--- src/rtl/trap_imm_unit.sv ---
module trap_imm_unit (
  input  logic        clk,
  input  logic        rst_n,
  input  logic        insn_valid,
  input  logic [31:0] insn_word,
  input  logic [31:0] src_value,
  input  logic [31:0] insn_addr,
  input  logic        msr_wr_en,
  input  logic [31:0] msr_wr_data,
  input  logic        vpfx_wr_en,
  input  logic [31:0] vpfx_wr_data,
  input  logic        voff_wr_en,
  input  logic [31:0] voff_wr_data,
  output logic        trap_taken,
  output logic [31:0] redirect_pc,
  output logic [31:0] save_pc,
  output logic [31:0] save_msr,
  output logic [31:0] syndrome,
  output logic [31:0] msr_q
);

  localparam logic [5:0]  OPC_TRAPI = 6'd3;
  localparam logic [31:0] SYND_TRAP = 32'h0200_0000;
  // cleared state bits, big-endian 13,16,17,18,20,21,23,26,27
  localparam logic [31:0] MSR_CLR = (32'h1 << 18) | (32'h1 << 15) | (32'h1 << 14) |
                                    (32'h1 << 13) | (32'h1 << 11) | (32'h1 << 10) |
                                    (32'h1 << 8)  | (32'h1 << 5)  | (32'h1 << 4);

  logic [31:0] vpfx_q, voff_q;

  wire [5:0]  opc     = insn_word[31:26];
  wire [4:0]  cond    = insn_word[25:21];
  wire [31:0] imm_ext = {{16{insn_word[15]}}, insn_word[15:0]};

  wire s_lt = $signed(src_value) < $signed(imm_ext);
  wire s_gt = $signed(src_value) > $signed(imm_ext);
  wire eq   = src_value == imm_ext;
  wire u_lt = src_value < imm_ext;
  wire u_gt = src_value > imm_ext;

  wire [4:0] hits = cond & {s_lt, s_gt, eq, u_lt, u_gt};
  wire       fire = insn_valid && (opc == OPC_TRAPI) && (hits != 5'd0);

  always_ff @(posedge clk or negedge rst_n) begin
    if (!rst_n) begin
      trap_taken  <= 1'b0;
      redirect_pc <= '0;
      save_pc     <= '0;
      save_msr    <= '0;
      syndrome    <= '0;
      msr_q       <= '0;
      vpfx_q      <= '0;
      voff_q      <= '0;
    end else begin
      trap_taken <= fire;
      if (fire) begin
        save_pc     <= insn_addr;
        save_msr    <= msr_q;
        syndrome    <= SYND_TRAP;
        msr_q       <= msr_q & ~MSR_CLR;
        redirect_pc <= {vpfx_q[31:16], voff_q[15:4], 4'b0000};
      end else if (msr_wr_en) begin
        msr_q <= msr_wr_data;
      end
      if (vpfx_wr_en) vpfx_q <= vpfx_wr_data;
      if (voff_wr_en) voff_q <= voff_wr_data;
    end
  end

  assert_ignore_other_R1: assert property (@(posedge clk) disable iff (!rst_n)
    ($past(!insn_valid) || $past(insn_word[31:26]) != OPC_TRAPI) |-> !trap_taken);

  assert_zero_cond_R3: assert property (@(posedge clk) disable iff (!rst_n)
    ($past(insn_word[25:21]) == 5'd0) |-> !trap_taken);

  assert_hold_state_R4: assert property (@(posedge clk) disable iff (!rst_n)
    !trap_taken |-> ($stable(save_pc) && $stable(save_msr) && $stable(syndrome) && $stable(redirect_pc)));

  assert_save_addr_R5: assert property (@(posedge clk) disable iff (!rst_n)
    trap_taken |-> save_pc == $past(insn_addr));

  assert_save_state_R6: assert property (@(posedge clk) disable iff (!rst_n)
    trap_taken |-> save_msr == $past(msr_q));

  assert_syndrome_R7: assert property (@(posedge clk) disable iff (!rst_n)
    trap_taken |-> $countones(syndrome) == 1 && syndrome[25]);

  assert_clear_bits_R8: assert property (@(posedge clk) disable iff (!rst_n)
    trap_taken |-> ((msr_q & MSR_CLR) == '0) && ((msr_q & ~MSR_CLR) == (save_msr & ~MSR_CLR)));

endmodule

--- config.mk ---
export PLATFORM = sky130hd
export DESIGN_NAME = trap_imm_unit
export DESIGN_NICKNAME = d
export VERILOG_FILES = /design/src/rtl/trap_imm_unit.sv
export SDC_FILE = /design/constraint.sdc
export NUM_CORES = 1
export LEC_CHECK = 0
export ABC_CLOCK_PERIOD_IN_PS = 1100
export BUFFER_PORTS_ARGS = -buffer_cell sky130_fd_sc_hd__buf_2
export CORE_AREA = 2 2 140 142
export DETAILED_ROUTE_END_ITERATION = 8
export DIE_AREA = 0 0 142 144
export GPL_TIMING_DRIVEN = 0
export PLACE_DENSITY = 0.75
export SLEW_MARGIN = 30
export SYNTH_ARGS = -nofsm -noshare
export SYNTH_HDL_FRONTEND = slang
export SYNTH_SLANG_ARGS = --single-unit
--- constraint.sdc ---
create_clock -name clk -period 1.1 [get_ports clk]
set_clock_uncertainty 0.2 [all_clocks]
set_input_delay 0.055 -clock clk [delete_from_list [all_inputs] [get_ports clk]]
set_output_delay 0.055 -clock clk [all_outputs]
set_load 0.01 [all_outputs]
==> impl_metrics.csv <==
group,metric,value,unit
status,status,"finished with violations",
status,violations,"negative hold slack, negative setup slack",
clock_network,cts-root-buf,"clkbuf_16",
run,drv_cap,0,
critical_path,start_kind,"input port",
critical_path,worstPathArrival,2.84,ns
layout,finalNetCount,1251,
clock_network,clkLatencyLatePin,0.42,ns
power,ir_drop,0.000952,V
drt,drtIter0Drc,100,
timing,fmax,366,MHz
floorplan,die_y,144,µm
timing,slew_viol_final,0,
clock_network,cts-buffers-inserted,17,
drt,wl_met2,11800,µm
synth,synth.most_common_cell,"dfrtp_1",
global_route,grt_pass1_wl,33300,µm
global_route,grt_pass1_vias,6344,
critical_path,worstPathRequired,1.21,ns
place,portBuffers,280,
floorplan,fp.dieArea,0.0204,mm²
hold_path,min_path_type,"in -> async",
synth,syn_area,0.00722,mm²
clock_network,htreeDepth,4,
clock_network,cts_sinks,154,
critical_path,cp-end-kind,"flop",
drt,wl,22200,µm
timing,slew_headroom,48.8,%
timing,period_minus_slack,2.73,ns
clock_network,path_clk_slew,0.07,ns
clock_network,cts_tree,"yes",
critical_path,crit_fanout,8,
critical_path,critPathKind,"in -> reg",
place,dp_hpwl,12700,µm
timing,setup-violations-final,252,
layout,fillers,1310,
synth,synth-edff-count,0,
critical_path,r2r_end,"msr_q[2]",
floorplan,boundaryPins,359,
clock_network,clockBufferDepth,2,
drt,dr.max_layer_used,"met4",
global_route,antenna_found_initial,0,
synth,async_reset_ff_share,100,%
drt,viasPerCell,4.59,
critical_path,rr_worst_depth,3,
drt,detail-route-antenna-nets,0,
global_route,gr-total-overflow,0,
drt,wl_per_cell,17.4,µm
timing,hold_viol,160,
drt,drc,0,
drt,vias,5847,
synth,syn_avg_cell_area,14.9,µm²
timing,fin_hold_ws,-0.604,ns
synth,synthTopCellsByCount,"dfrtp_1 (154), mux2_2 (73), mux2_4 (70)",
timing,fin_crit_sh,248,%
layout,area_growth,71.2,%
floorplan,coreArea,0.0191,mm²
synth,yosysUniqueCellTypes,40,
floorplan,start_util,37.8,%
drt,first_pass_iters,4,
critical_path,reg2reg_slack,-0.10,ns
power,powerDensity,1460,mW/mm²
timing,tightest_slew,0.768,ns
timing,finalSetupTns,-212.02,ns
layout,drive_above_1_share,63.1,%
floorplan,die_w,142,µm
place,gp_congestion,0.743,
synth,synth_top_area_share,53.4,%
global_route,grt_max_degree,81,
layout,stdcell_area,0.0124,mm²
drt,met3_length,1330,µm
global_route,track_usage,21.2,%
drt,wl_met1,8210,µm
synth,yosysTopAreaCell,"dfrtp_1",
synth,ys_seq_area_share,53.4,%
synth,syn_inst,486,
synth,yosysWarnings,0,
floorplan,core.rowCount,51,
power,p_leak,6.34,nW
place,place_area,0.00910,mm²
synth,ys_ff_latch,154,
synth,synth-main-ff-cell,"dfrtp_1",
timing,rsz0062_at_grt,"yes",
synth,synth.area.top_cells,"dfrtp_1 (53%), mux2_4 (15%), mux2_2 (11%)",
place,pre_cts_slack,-2.76,ns
timing,worst_slack,-1.63,ns
power,power,18.1,mW
critical_path,r2r_start,"msr_q[2]",
clock_network,cts_hold_buffers,93,
worst max-delay path by stage:
| stage | startpoint | to | slack (ns) | cells after the start |
|---|---|---|---|---|
| 2_1_floorplan | insn_word[15] | redirect_pc[10] | -1.85 | 12 |
| 3_3_place_gp | insn_word[15] | msr_q[2] | -2.72 | 11 |
| 3_5_place_dp | insn_word[15] | msr_q[9] | -2.76 | 11 |
| 4_1_cts | insn_word[15] | redirect_pc[26] | -1.60 | 15 |
| 5_1_grt | insn_word[15] | redirect_pc[15] | -1.77 | 15 |
| 6_report | insn_word[15] | redirect_pc[17] | -1.63 | 15 |
metrics by stage:
step	instances	utilization [%]	hold slack (ns)
finish	1273	64.8	-0.604
global route	1272	64.8	-0.569
floorplan	520	-	-0.441
detailed placement	1039	47.7	-0.122
CTS	1269	64.0	-0.582
global placement	1038	47.5	0.0864
layout by cell type, fill, tap and decap left out, types with 6 or more instances in the layout:
| cell type | Yosys | final |
|---|---|---|
| buf_2 | 3 | 242 |
| dfrtp_1 | 154 | 154 |
| buf_4 | 37 | 123 |
| mux2_4 | 70 | 93 |
| dlygate4sd3_1 | 0 | 93 |
| mux2_2 | 73 | 50 |
| buf_6 | 0 | 42 |
| conb_1 | 1 | 35 |
| buf_12 | 8 | 20 |
| clkbuf_16 | 0 | 20 |
| ha_1 | 32 | 19 |
| inv_1 | 19 | 18 |
| ha_4 | 0 | 13 |
| a21oi_1 | 15 | 10 |
| nand2_1 | 11 | 9 |
| mux2i_1 | 9 | 9 |
| nor2_2 | 0 | 6 |
| inv_6 | 0 | 6 |
layer usage:
layer,vias up,global-route usage (%)
li1,2721,-
met2,234,38.8
met4,0,10.5
met5,-,0
met3,60,5.30
met1,2832,22.9
layout make-up:
cell class,count,area (µm²),area share (%)
Timing Repair Buffer,482,3650,29.5
Sequential cell,154,3850,31.2
Multi-Input combinational cell,295,3310,26.8
Clock inverter,14,200,1.62
Inverter,19,75.1,0.607
Tap cell,238,298,2.41
Clock buffer,18,439,3.55
Buffer,52,529,4.28
Antenna cell,1,2.50,0.0202
critical path: stages:
cell        delay, ns
buf_6            0.08
clkinvlp_4       0.11
buf_12           0.17
ha_4             0.26
nand4_1          0.16
nor4_4           0.36
nand2_2          0.13
a31oi_4          0.16
a21bo_1          0.25
a211oi_4         0.22
or2_4            0.18
buf_12           0.11
buf_4            0.14
clkbuf_16        0.15
mux2_4           0.29
repair_timing:
action	4_1_cts	5_1_grt
setup endpoints to repair	262	252
gates resized for setup	116	21
gates cloned	4	3
endpoints found under the hold margin	247	100
setup buffers	101	3
pin swaps	15	2
logic make-up after synthesis:
logic type               Yosys count  synth area share, %
multiplexers                     152                 27.2
AND/OR/NAND/NOR                   45                 3.54
buffers and inverters             71                 7.47
other                              1               0.0519
adder cells (fa/ha/maj)           32                 5.54
flip-flops                       154                 53.4
AO/OA/AOI/OAI                     31                 2.84
flip-flops by register name, summed over array words and instances (netlist names):
| signal | count |
|---|---|
| trap_taken | 1 |
| vpfx_q | 16 |
| syndrome | 1 |
| voff_q | 12 |
| msr_q | 32 |
| redirect_pc | 28 |
| save_msr | 32 |
| save_pc | 32 |
where the power goes:
| part | switching [mW] | internal [mW] | leakage (nW) |
|---|---|---|---|
| Combinational | 1.79 | 2.87 | 4.07 |
| Clock | 2.67 | 3.75 | 0.311 |
| Sequential | 0.525 | 6.46 | 1.96 |
Power figures use the tool's default switching activity.
